**src/rtl/saw_pkg.sv**
```systemverilog
package saw_pkg;
  typedef enum logic [1:0] {
    WM_OFF   = 2'b00,
    WM_NOISE = 2'b01,
    WM_TRI   = 2'b10,
    WM_SAW   = 2'b11
  } wave_mode_e;
endpackage

```
**src/rtl/saw_trig_pick.sv**
```systemverilog
module saw_trig_pick #(
  parameter int NSRC = 16,
  parameter int SEL_W = 4
) (
  input  logic             clk,
  input  logic             rst_n,
  input  logic             sw_lvl,
  input  logic [NSRC-1:1]  hw_lvl,
  input  logic [SEL_W-1:0] sel,
  output logic             evt
);
  logic [NSRC-1:0] lvl;
  logic [NSRC-1:0] rise;

  assign lvl = {hw_lvl, sw_lvl};

  // one edge detector per source, so changing the select never fabricates an edge
  for (genvar g = 0; g < NSRC; g++) begin : g_edge
    logic lvl_q;
    always_ff @(posedge clk) begin
      if (!rst_n) lvl_q <= 1'b0;
      else        lvl_q <= lvl[g];
    end
    assign rise[g] = lvl[g] & ~lvl_q;
  end

  always_comb begin
    evt = 1'b0;
    if (int'(sel) < NSRC) evt = rise[sel];
  end
endmodule

```
**src/rtl/saw_step_unit.sv**
```systemverilog
module saw_step_unit #(
  parameter int CODE_W = 12
) (
  input  logic              clk,
  input  logic              rst_n,
  input  logic              saw_on,
  input  logic              reload_evt,
  input  logic              step_evt,
  input  logic              dir_up,
  input  logic [CODE_W-1:0] start_val,
  input  logic [CODE_W-1:0] step_val,
  input  logic [CODE_W-1:0] hold_data,
  output logic [CODE_W-1:0] code,
  output logic              valid
);
  logic [CODE_W-1:0] stepped;

  assign stepped = dir_up ? code + step_val : code - step_val;

  always_ff @(posedge clk) begin
    if (!rst_n) begin
      code  <= '0;
      valid <= 1'b0;
    end else if (!saw_on) begin
      code  <= hold_data;
      valid <= 1'b0;
    end else if (reload_evt) begin
      code  <= start_val;
      valid <= 1'b1;
    end else if (step_evt) begin
      code  <= stepped;
      valid <= 1'b1;
    end else begin
      valid <= 1'b0;
    end
  end


  reload_wins_chk: assert property (@(posedge clk) disable iff (!rst_n)
    saw_on && reload_evt |=> code == $past(start_val) && valid);


  step_math_chk: assert property (@(posedge clk) disable iff (!rst_n)
    saw_on && !reload_evt && step_evt |=>
      code == ($past(dir_up) ? CODE_W'($past(code) + $past(step_val))
                             : CODE_W'($past(code) - $past(step_val))));


  pass_through_chk: assert property (@(posedge clk) disable iff (!rst_n)
    !saw_on |=> code == $past(hold_data) && !valid);


  idle_hold_chk: assert property (@(posedge clk) disable iff (!rst_n)
    saw_on && !reload_evt && !step_evt |=> $stable(code) && !valid);
endmodule

```
**src/rtl/saw_wave_gen.sv**
```systemverilog
module saw_wave_gen #(
  parameter int CODE_W = 12,
  parameter int NSRC = 16,
  localparam int SEL_W = $clog2(NSRC)
) (
  input  logic              clk,
  input  logic              rst_n,
  input  logic [1:0]        wave_mode,
  input  logic [CODE_W-1:0] start_val,
  input  logic [CODE_W-1:0] step_val,
  input  logic              dir_up,
  input  logic [CODE_W-1:0] hold_data,
  input  logic [SEL_W-1:0]  reload_sel,
  input  logic [SEL_W-1:0]  step_sel,
  input  logic              sw_reload,
  input  logic              sw_step,
  input  logic [NSRC-1:1]   hw_trig,
  output logic [CODE_W-1:0] code_out,
  output logic              code_valid
);
  import saw_pkg::*;

  logic reload_evt, step_evt, saw_on;

  assign saw_on = (wave_mode == WM_SAW);

  saw_trig_pick #(.NSRC(NSRC), .SEL_W(SEL_W)) u_reload_pick (
    .clk(clk), .rst_n(rst_n), .sw_lvl(sw_reload), .hw_lvl(hw_trig),
    .sel(reload_sel), .evt(reload_evt)
  );

  saw_trig_pick #(.NSRC(NSRC), .SEL_W(SEL_W)) u_step_pick (
    .clk(clk), .rst_n(rst_n), .sw_lvl(sw_step), .hw_lvl(hw_trig),
    .sel(step_sel), .evt(step_evt)
  );

  saw_step_unit #(.CODE_W(CODE_W)) u_step (
    .clk(clk), .rst_n(rst_n), .saw_on(saw_on),
    .reload_evt(reload_evt), .step_evt(step_evt), .dir_up(dir_up),
    .start_val(start_val), .step_val(step_val), .hold_data(hold_data),
    .code(code_out), .valid(code_valid)
  );


  single_edge_chk: assert property (@(posedge clk) disable iff (!rst_n)
    $past(step_evt) && step_sel == $past(step_sel) && $stable(sw_step) && $stable(hw_trig)
      |-> !step_evt);
endmodule

```
**config.mk**
```make
export PLATFORM = sky130hd
export DESIGN_NAME = saw_wave_gen
export DESIGN_NICKNAME = d
export VERILOG_FILES = /design/src/rtl/saw_pkg.sv /design/src/rtl/saw_trig_pick.sv /design/src/rtl/saw_step_unit.sv /design/src/rtl/saw_wave_gen.sv
export SDC_FILE = /design/constraint.sdc
export NUM_CORES = 1
export LEC_CHECK = 0
export CAP_MARGIN = 20
export CORE_MARGIN = 8
export CORE_UTILIZATION = 55
export CTS_BUF_LIST = sky130_fd_sc_hd__clkbuf_4
export DETAILED_ROUTE_END_ITERATION = 12
export PLACE_DENSITY = 0.89
export SETUP_SLACK_MARGIN = 0.02
export SYNTH_ARGS = -nofsm -noshare
export SYNTH_HDL_FRONTEND = slang
export SYNTH_HIERARCHICAL = 1
export SYNTH_SLANG_ARGS = --single-unit
export TNS_END_PERCENT = 30
```
**constraint.sdc**
```tcl
create_clock -name clk -period 5.32 [get_ports clk]
set_clock_uncertainty 0.1 [all_clocks]
set_input_delay 1.064 -clock clk [delete_from_list [all_inputs] [get_ports clk]]
set_output_delay 1.064 -clock clk [all_outputs]
set_load 0.02 [all_outputs]
```
## Yosys cells after proc, flatten, opt, wreduce, memory -nomap -nowiden

Cells that the tools add are included.

| cells by class | value |
|---|---|
| multiply operators | 0 |
| $add $sub $neg | 2 |
| multiplexer cells | 10 |
| divide/modulo/power cells | 0 |
| $lt $le $gt $ge | 2 |
| bitwise logic cells | 34 |
| reductions and logical operators | 1 |
| shifts and indexed selects | 0 |
| eq/ne operators | 2 |

Operators by type and width:

| kind | number |
|---|---|
| two-way mux 12 bit | 4 |
| AND 1 bit | 17 |
| inverter 1 bit | 17 |
| adder 12 bit | 1 |
| subtractor 12 bit | 1 |
| < comparator 4 x 5 -> 1 bit (second input constant) | 2 |
| binary-select mux 1 bit (select 4 bit) | 2 |
| two-way mux 1 bit | 4 |
| inequality test 3 bit (second input constant) | 1 |
| equality test 2 bit (second input constant) | 1 |
| AND reduction 2 bit | 1 |

| word-level totals | value |
|---|---|
| output and inout bits | 13 |
| bits in read-only memories | 0 |
| memories kept | 0 |
| latch bits | 0 |
| memory bits (writable) | 0 |
| register bits | 30 |

## Depth between registers and ports, before layout

Gate-level depths: netlist (run 1).

| depth | value |
|---|---|
| depth in word-level cells | 7 |
| depth in mapped cells | 12 |
| depth with buffers taken out | 11 |

## Hierarchy

The synthesis (run 1) kept the hierarchy.

Modules (own cells, without submodules):

| module | times used | sequential area each (µm²) | cells an instance | area each (µm²) |
|---|---|---|---|---|
| saw_step_unit | 1 | 260.2 | 219 | 1,624.1 |
| saw_trig_pick | 2 | 320.3 | 66 | 663.1 |
| saw_wave_gen | 1 | 0.0 | 1 | 6.3 |

## Worst setup path after synthesis (run 1)

Ideal clock, no wire load.

| timing | value |
|---|---|
| path type | input port to flip-flop |
| from | input port step_sel[0] |
| to | register u_step.code[10] |
| data required time | 5.162 ns |
| data arrival time | 3.209 ns |
| path buffers | 2 |
| setup slack | 1.953 ns |
| setup time | 0.058 ns |
| stages on the path | 11 |
| path through | buf_6 > or3b_1 > nand4_1 > a41oi_1 > a2111oi_2 > and3b_1 > buf_6 > nand3_2 > a211oi_1 > and3_1 > a2111o_1 |

| between the ends | value |
|---|---|
| word-level cells in the longest chain between the ends | 3 |

Ends and longest elaborated chain:

| what | RTL line | text |
|---|---|---|
| start, declared | saw_wave_gen.sv:14 | `input logic [SEL_W-1:0] step_sel,` |
| binary-select mux 1 bit (select 4 bit) | saw_trig_pick.sv:29 | `if (int'(sel) < NSRC) evt = rise[sel];` |
| two-way mux 1 bit (not written as such) | saw_trig_pick.sv:29 |  |
| via step_evt | saw_wave_gen.sv:23 | `logic reload_evt, step_evt, saw_on;` |
| inequality test 3 bit (no source line) | - |  |
| end signal, assigned | saw_step_unit.sv:25 | `code <= hold_data;` |
| end signal, assigned | saw_step_unit.sv:28 | `code <= start_val;` |
| end signal, assigned | saw_step_unit.sv:31 | `code <= stepped;` |
| end, declared | saw_step_unit.sv:13 | `output logic [CODE_W-1:0] code,` |

The timed path passes the listed nets, and every way through them passes these cells. The select of a mux whose other input is x is not followed.
A chain may end at the register's enable or synchronous reset.

## Worst setup path in the final report (run 1)

Same ends and word-level chain as after synthesis.

==> flow_metrics.py, run 1 <==
metrics = {
    "route": {
        "totalWireLength_mm": 8.01,
        "firstDrtPassIters": 4,
        "drtAntennaViolNets": 0,
        "vias_per_cell": 5.82,
        "via_count": 2865,
        "wire_per_inst_um": 16.3,
        "drc": 0,
        "drt-initial-drc-count": 180,
    },
    "finish": {
        "area.sequential_um2": 901,
        "fillers": 432,
        "drive_gt1_share_pct": 4.27,
        "syn2layout_area_growth_pct": 28.7,
        "final_cell_mix": "78 x clkdlybuf4s50_1, 45 x dfxtp_1, 36 x and2_1",
        "final_common_cell": "clkdlybuf4s50_1",
        "final_nets": 504,
        "num_antenna_cells": 0,
        "multiInputGateArea_um2": 1910,
    },
    "synth": {
        "syn-num-nets": 434,
        "yosysTopAreaCell": "dfxtp_1",
        "synth_cell_types": 54,
        "synth_edf_count": 0,
        "synthArstFlopShare_pct": 0,
        "yosysSeqAreaShare_pct": 30.5,
        "ys_ff_latch": 45,
        "synth-main-ff-cell": "dfxtp_1",
        "synth_warnings": 6,
        "synthesis.area_um2": 2960,
        "synth_top_area_share_pct": 30.5,
        "synthTopCellsByArea": "dfxtp_1 30%, and2_1 7.6%, ha_1 6.3%",
        "syn_area_per_cell_um2": 8.40,
        "syn-instance-count": 352,
    },
    "place": {
        "dp.final_hpwl_mm": 6.26,
        "gp_congestion": 0.893,
        "place_worst_setup_slack_ns": 0.957,
        "io_buffers": 78,
    },
    "worst_setup_path": {
        "critPathRequiredTime_ns": 5.53,
        "critPathCaptureType": "flop",
        "worstSetupPathType": "in -> reg",
        "cp_max_fo": 11,
        "ff2ff_setup_slack_ns": 2.38,
        "cp.arrival_ns": 4.24,
        "startpoint_type": "input port",
    },
    "timing": {
        "relSlewSlack_pct": 37.6,
        "fin_ws_ns": 1.29,
        "whs_ns": 0.407,
        "post-route-min-period_ns": 4.03,
        "setup_violations": 0,
        "drv_slew": 0,
        "rsz0062_at_grt": "false",
        "min_period_over_period_pct": 75.8,
        "tightest_slew_ns": 0.937,
        "hold_viol": 0,
        "setup_tns_ns": 0,
        "fmax_mhz": 248,
    },
    "global_route": {
        "grt_pass1_wl_mm": 13.0,
        "grt_pass1_vias": 2827,
        "grt.overflow.total": 0,
        "track_usage_pct": 20.6,
        "antenna_found_initial": 0,
        "grt_max_degree": 54,
    },
    "clocking": {
        "tritoncts": "built",
        "cts.sinks": 45,
        "cts_resized": 0,
        "clk_path_buf_depth": 2,
        "h-tree-depth": 2,
        "cts_root_buf": "clkbuf_4",
        "numCtsBuffers": 5,
        "cts-hold-fix-buffers": 0,
        "post_cts.repair.setup_buffers": 0,
        "clock_latency_ns": 0.35,
        "cts.clk_slew.worst_paths_ns": 0.12,
    },
    "floorplanning": {
        "die_h_um": 89.3,
        "die_w_um": 89.3,
        "start_util_pct": 57.5,
        "boundaryPins": 79,
        "core_area_um2": 5140,
        "die_area_um2": 7980,
        "row_count": 26,
    },
    "pwr": {
        "ir_drop_mv": 0.217,
        "power.density_nw_per_um2": 219,
        "p_leak_nw": 1.49,
    },
    "run_status": {
        "status": "finished clean",
    },
    "run": {
        "maxCapViolations": 0,
    },
    "hold_path": {
        "hp-class": "reg -> reg",
    },
}
## per-layer routing
metal / up-vias / track usage (%) / routed length, µm
met2: 103 / 34.0 / 3780
met3: 14 / 4.96 / 652
met4: 0 / 7.25 / 113
met5: - / 0 / 0
li1: 1409 / - / -
met1: 1339 / 25.3 / 3460
## worst max-delay path: stages
cell	delay, ns
clkdlybuf4s50_1	0.59
or3b_1	0.44
nand4_1	0.11
a41oi_1	0.15
a2111oi_2	0.74
and3b_1	0.51
nand3_2	0.12
a211oi_1	0.22
and3_1	0.18
a2111o_1	0.10
## final timing paths
kind	from	endpoint	cells after the start
worst max-delay path	step_sel[0]	u_step/code[10]$_SDFFE_PN0P_	10
worst min register to register	u_step/code[0]$_SDFFE_PN0P_	u_step/code[0]$_SDFFE_PN0P_	2
worst max register to register	u_step_pick/g_edge[12].lvl_q$_SDFF_PN0_	u_step/code[10]$_SDFFE_PN0P_	9
worst min-delay path	u_step/code[0]$_SDFFE_PN0P_	u_step/code[0]$_SDFFE_PN0P_	2
## cell type report
class,instances,area share [%]
clock buffers,5,0.986
clock inverters,2,0.296
inverters,16,1.58
multi-input cells,273,50.1
flip-flops and latches,45,23.7
well taps,70,2.30
repair buffers,81,21.1
## power breakdown
part           internal (mW)  leakage (nW)  switching (mW)
clock                 0.0476        0.0247           0.103
sequential             0.359         0.375          0.0134
combinational          0.150          1.09           0.161
total                  0.556          1.49           0.277
## through the flow
stage | instance area [µm²] | utilization [%] | instances | total power [mW]
after global routing | 3810 | 74.1 | 492 | 0.885
after CTS | 3810 | 74.1 | 492 | 0.835
final | 3810 | 74.1 | 492 | 0.833
after detailed placement | 3760 | 73.1 | 485 | 0.685
after floorplan | 2960 | - | 352 | 0.566
after global placement | 3760 | 73.1 | 485 | 0.679
## registers in the layout, indices dropped and copies added, names as in the netlist
signal	cells
u_reload_pick/g_edge.lvl_q	16
u_step/code	12
u_step/valid	1
u_step_pick/g_edge.lvl_q	16
## cell families (layout without fill, tap and decap cells)
family                   after synthesis  count (layout)  share of synthesized area, %
multiplexers                           1               1                         0.381
flip-flops                            45              45                          30.5
buffers and inverters                 34             104                          5.50
XOR/XNOR                              17              17                          5.04
AND/OR/NAND/NOR                      150             150                          30.3
adder cells (fa/ha/maj)               16              16                          7.02
AO/OA/AOI/OAI                         89              89                          21.3
## cell usage after synthesis (all sizes together) (2+ instances only)
cell	count
dfxtp	45
and2	36
nand2	24
a21oi	20
inv	16
nor2	16
nor3b	16
ha	15
nor2b	15
o21ai	12
xor2	12
nand3	10
buf	9
clkbuf	9
a21o	7
a31oi	7
o211ai	6
a211oi	5
nand2b	5
nand4	5
nand4b	5
xnor2	5
a41oi	4
nor3	4
o22ai	4
or3b	4
a211o	3
a21boi	3
a2111oi	2
a311o	2
a311oi	2
and3	2
o221ai	2
o311a	2
o311ai	2
or3	2
or4b	2
Note: power is estimated with default switching activity, not from simulation.
==> run 2: changes to the inputs <==
--- a/config.mk
+++ b/config.mk
@@ -7,10 +7,10 @@
 export LEC_CHECK = 0
 export CAP_MARGIN = 20
 export CORE_MARGIN = 8
-export CORE_UTILIZATION = 55
+export CORE_UTILIZATION = 51
 export CTS_BUF_LIST = sky130_fd_sc_hd__clkbuf_4
 export DETAILED_ROUTE_END_ITERATION = 12
-export PLACE_DENSITY = 0.89
+export PLACE_DENSITY = 0.84
 export SETUP_SLACK_MARGIN = 0.02
 export SYNTH_ARGS = -nofsm -noshare
 export SYNTH_HDL_FRONTEND = slang
==> constraint.sdc (replaced) <==
create_clock -name clk -period 4.1 [get_ports clk]
set_clock_uncertainty 0.1 [all_clocks]
set_input_delay 0.82 -clock clk [delete_from_list [all_inputs] [get_ports clk]]
set_output_delay 0.82 -clock clk [all_outputs]
set_load 0.02 [all_outputs]
==> run 2 against run 1 <==
Hold slack better by 0.0079 ns. Die area increased by 6.4%. Sequential power is 30% higher. Final area is 2.0% higher. Critical path depth is 2 higher. Utilization decreased by 4.0 points. Clock power increased by 76%.
==> flow_metrics.py, run 2 (synthesis gave the netlist of run 1 again) <==
metrics = {
    "timing": {
        "fmax_mhz": 293,
        "hold_viol": 0,
        "setup_violations": 0,
        "whs_ns": 0.415,
        "rsz0062_at_grt": "false",
        "relSlewSlack_pct": 52.3,
        "post-route-min-period_ns": 3.41,
        "setup_tns_ns": 0,
        "drv_slew": 0,
        "min_period_over_period_pct": 83.1,
        "tightest_slew_ns": 0.715,
    },
    "route": {
        "totalWireLength_mm": 7.80,
        "wire_per_inst_um": 15.6,
        "firstDrtPassIters": 4,
        "drtAntennaViolNets": 0,
        "drt-initial-drc-count": 203,
        "drc": 0,
        "via_count": 2783,
        "vias_per_cell": 5.55,
    },
    "clocking": {
        "h-tree-depth": 2,
        "post_cts.repair.setup_buffers": 0,
        "numCtsBuffers": 5,
        "cts.sinks": 45,
        "tritoncts": "built",
        "clock_latency_ns": 0.34,
        "cts-hold-fix-buffers": 0,
        "cts_resized": 0,
        "cts.clk_slew.worst_paths_ns": 0.12,
        "cts_root_buf": "clkbuf_4",
        "clk_path_buf_depth": 2,
    },
    "floorplanning": {
        "die_area_um2": 8490,
        "die_h_um": 92.1,
        "row_count": 27,
        "start_util_pct": 53.4,
        "die_w_um": 92.1,
        "boundaryPins": 79,
        "core_area_um2": 5540,
    },
    "worst_setup_path": {
        "critPathRequiredTime_ns": 4.23,
        "ff2ff_setup_slack_ns": 1.43,
        "startpoint_type": "input port",
        "r2r_start": "u_step_pick/g_edge[14].lvl_q$_SDFF_PN0_",
        "critPathCaptureType": "flop",
        "worst_path_max_delay_cell": "a2111oi_2",
        "endpoint": "u_step/code[5]$_SDFFE_PN0P_",
        "cp_slowest_stage_delay_ns": 0.69,
        "cp.arrival_ns": 3.54,
        "critPathBufInv": 3,
        "worstSetupPathType": "in -> reg",
        "path_depth": 12,
        "worstSetupStartpoint": "step_sel[0]",
        "cp_top_family": "compound AO/OA/AOI/OAI gates",
        "path_cells": "clkdlybuf4s50_1 -> or3b_1 -> nand4_1 -> a41oi_1 -> a2111oi_2 -> buf_4 -> nor3b_1 -> buf_4 -> nand2_1 -> o21ai_0 -> nand2_1 -> o211ai_1",
        "cp_max_fo": 11,
        "rr_worst_depth": 11,
        "r2r_end": "u_step/code[5]$_SDFFE_PN0P_",
    },
    "place": {
        "io_buffers": 78,
        "gp_congestion": 0.853,
        "dp.final_hpwl_mm": 6.23,
    },
    "global_route": {
        "grt_pass1_vias": 2711,
        "grt_max_degree": 34,
        "grt_pass1_wl_mm": 13.0,
        "track_usage_pct": 18.2,
        "antenna_found_initial": 0,
        "grt.overflow.total": 0,
    },
    "pwr": {
        "ir_drop_mv": 0.237,
        "power.density_nw_per_um2": 297,
        "p_leak_nw": 1.54,
    },
    "finish": {
        "num_antenna_cells": 0,
        "drive_gt1_share_pct": 5.83,
        "syn2layout_area_growth_pct": 31.4,
        "largestRegisters": "u_reload_pick/g_edge.lvl_q: 16 flops, u_step_pick/g_edge.lvl_q: 16 flops, u_step/code: 12 flops",
        "final_nets": 510,
        "final_common_cell": "clkdlybuf4s50_1",
        "final_cell_mix": "78 x clkdlybuf4s50_1, 45 x dfxtp_1, 36 x and2_1",
    },
    "hold_path": {
        "hp-class": "reg -> reg",
        "min_from": "u_step/code[0]$_SDFFE_PN0P_",
    },
    "run_status": {
        "status": "finished clean",
    },
    "run": {
        "maxCapViolations": 0,
    },
}
-- run 2: changes by cell type in the layout (fill, tap and decap cells not counted), sizes merged --
cell | previous run | this run
clkbuf | 5 | 6
buf | 3 | 9
clkinvlp | 1 | 0
bufinv | 0 | 1
-- run 2: metal layers --
metal	part of all wire [%]	track usage (%)
met5	0	0
met4	0.63	3.62
met3	6.4	4.16
met2	45	27.7
met1	48	25.5
-- run 2: worst min-delay path: stages (launching register included) --
cell	delay, ns
dfxtp_1	0.35
nand2_1	0.06
a21boi_0	0.07
-- run 2: worst min-delay path by stage --
stage                                   to  slack (ns)  cells past startpoint
6_report       u_step/code[0]$_SDFFE_PN0P_        0.41                      2
3_3_place_gp   u_step/code[0]$_SDFFE_PN0P_        0.39                      2
2_1_floorplan  u_step/code[0]$_SDFFE_PN0P_        0.45                      2
3_5_place_dp   u_step/code[0]$_SDFFE_PN0P_        0.39                      2
5_1_grt        u_step/code[0]$_SDFFE_PN0P_        0.44                      2
4_1_cts        u_step/code[0]$_SDFFE_PN0P_        0.41                      2
-- run 2: power by group --
part           switching (mW)  total, mW  internal [mW]
Combinational           0.204      0.402          0.198
Clock                   0.132      0.266          0.134
Sequential             0.0189      0.485          0.466
-- run 2: per-stage QoR --
step	util (%)	setup WS, ns	instance area, µm²	cells	power (mW)
2_1_floorplan	-	0.977	2960	352	0.735
3_3_place_gp	68.7	0.420	3800	493	0.886
3_5_place_dp	68.7	0.335	3800	493	0.892
4_1_cts	70.1	0.726	3880	501	1.16
5_1_grt	70.1	0.512	3880	501	1.22
6_report	70.1	0.692	3880	501	1.15
-- run 2: cell type report --
cell class	count	area (µm²)
multi-input cells	273	1910
inverters	16	60.1
flip-flops and latches	45	901
fillers	465	1660
well taps	72	90.1
clock buffers	6	45.0
clock inverters	2	33.8
repair buffers	87	848
==> run 3: changes to the inputs <==
==> constraint.sdc (replaced) <==
create_clock -name clk -period 3.57 [get_ports clk]
set_clock_uncertainty 0.1 [all_clocks]
set_input_delay 0.714 -clock clk [delete_from_list [all_inputs] [get_ports clk]]
set_output_delay 0.714 -clock clk [all_outputs]
set_load 0.02 [all_outputs]
==> run 3 against run 2 <==
Critical path depth is the same. Routed wire length grew 0.68%. Via count grew 2.4%. Final area grew 1.6%.
==> flow_metrics.py, run 3 (synthesis gave the netlist of run 1 again) <==
metrics = {
    "route": {
        "totalWireLength_mm": 7.86,
        "drt-initial-drc-count": 261,
        "via_count": 2850,
        "firstDrtPassIters": 4,
        "vias_per_cell": 5.57,
        "drtAntennaViolNets": 0,
        "wire_per_inst_um": 15.3,
        "drc": 0,
    },
    "floorplanning": {
        "row_count": 27,
        "boundaryPins": 79,
        "core_area_um2": 5540,
        "die_w_um": 92.1,
        "die_area_um2": 8490,
        "start_util_pct": 53.4,
        "die_h_um": 92.1,
    },
    "timing": {
        "fmax_mhz": 317,
        "hold_viol": 0,
        "drv_slew": 0,
        "setup_violations": 0,
        "setup_tns_ns": 0,
        "relSlewSlack_pct": 52.9,
        "rsz0062_at_grt": "false",
        "fin_ws_ns": 0.411,
        "tightest_slew_ns": 0.704,
        "min_period_over_period_pct": 88.5,
        "post-route-min-period_ns": 3.16,
    },
    "finish": {
        "largestRegisters": "u_reload_pick/g_edge.lvl_q: 16 flops, u_step_pick/g_edge.lvl_q: 16 flops, u_step/code: 12 flops",
        "final_nets": 521,
        "final_common_cell": "clkdlybuf4s50_1",
        "fin_util_pct": 71.2,
        "drive_gt1_share_pct": 8.18,
        "final_cell_mix": "78 x clkdlybuf4s50_1, 45 x dfxtp_1, 36 x and2_1",
        "num_antenna_cells": 0,
        "multiInputGateArea_um2": 1910,
        "syn2layout_area_growth_pct": 33.4,
        "area.sequential_um2": 901,
        "fillers": 462,
    },
    "place": {
        "dp.final_hpwl_mm": 6.38,
        "gp_congestion": 0.896,
        "place_worst_setup_slack_ns": 0.0628,
        "io_buffers": 78,
    },
    "worst_setup_path": {
        "startpoint_type": "input port",
        "cp.arrival_ns": 3.34,
        "cp_max_fo": 7,
        "worstSetupStartpoint": "step_val[1]",
        "worstSetupPathType": "in -> reg",
        "critPathRequiredTime_ns": 3.75,
        "critPathCaptureType": "flop",
        "ff2ff_setup_slack_ns": 1.09,
        "r2r_start": "u_reload_pick/g_edge[12].lvl_q$_SDFF_PN0_",
    },
    "global_route": {
        "antenna_found_initial": 0,
        "grt.overflow.total": 0,
        "grt_pass1_vias": 2799,
        "grt_max_degree": 31,
        "track_usage_pct": 18.6,
        "grt_pass1_wl_mm": 13.2,
    },
    "hold_path": {
        "hp-class": "reg -> reg",
        "min_from": "u_step/code[2]$_SDFFE_PN0P_",
    },
    "clocking": {
        "clock_latency_ns": 0.36,
        "cts_resized": 0,
        "clk_path_buf_depth": 2,
        "cts.clk_slew.worst_paths_ns": 0.14,
        "h-tree-depth": 2,
        "post_cts.repair.setup_buffers": 0,
        "numCtsBuffers": 5,
        "tritoncts": "built",
        "cts.sinks": 45,
        "cts_root_buf": "clkbuf_4",
        "cts-hold-fix-buffers": 0,
    },
    "pwr": {
        "p_leak_nw": 1.58,
        "ir_drop_mv": 0.261,
        "power.density_nw_per_um2": 325,
    },
    "run": {
        "maxCapViolations": 0,
    },
    "run_status": {
        "status": "finished clean",
    },
}
## run 3: changes by cell type in the layout (fill, tap and decap cells not counted), sizes merged
cell / delta
buf: +11
bufinv: -1
clkbuf: -1
clkinvlp: +1
inv: +1
## run 3: per-stage QoR
step	instances	hold slack, ns	area [µm²]	total power, mW
floorplan	352	0.451	2960	0.844
global placement	504	0.383	3890	1.03
detailed placement	504	0.391	3890	1.04
CTS	512	0.410	3950	1.29
global route	512	0.444	3950	1.36
finish	512	0.411	3950	1.28
## run 3: final cells by class
cell class / instances / area share [%]
multi-input cells: 273 / 48.3
repair buffers: 98 / 23.6
flip-flops and latches: 45 / 22.8
well taps: 72 / 2.28
inverters: 16 / 1.52
clock buffers: 5 / 0.951
clock inverters: 3 / 0.507
## run 3: path summary, 6_finish.rpt
path,end,depth (start not counted)
max,u_step/code[11]$_SDFFE_PN0P_,12
min,u_step/code[2]$_SDFFE_PN0P_,2
max reg2reg,u_step/code[10]$_SDFFE_PN0P_,9
min reg2reg,u_step/code[2]$_SDFFE_PN0P_,2
## run 3: worst max-delay path, cell delays in order
cell,delay [ns]
clkdlybuf4s50_1,0.45
inv_1,0.08
ha_1,0.16
nor2b_1,0.32
a21oi_1,0.13
xor2_1,0.18
ha_1,0.36
a211oi_1,0.32
o21ai_0,0.15
a21oi_1,0.16
o21ai_0,0.11
a211oi_1,0.20
## run 3: where the power goes
part | total, mW | internal (mW) | switching (mW) | leakage [nW]
Clock | 0.248 | 0.0771 | 0.171 | 0.0292
Sequential | 0.556 | 0.535 | 0.0207 | 0.375
Combinational | 0.480 | 0.243 | 0.237 | 1.18
## run 3: per-layer routing
metal  GRT usage (%)  share of wire, %  up-vias
met1            24.2                45     1294
met4            5.10               1.2        0
met5               0                 0        -
met3            3.67               6.5        9
li1                -                 -     1447
met2            30.4                47      100
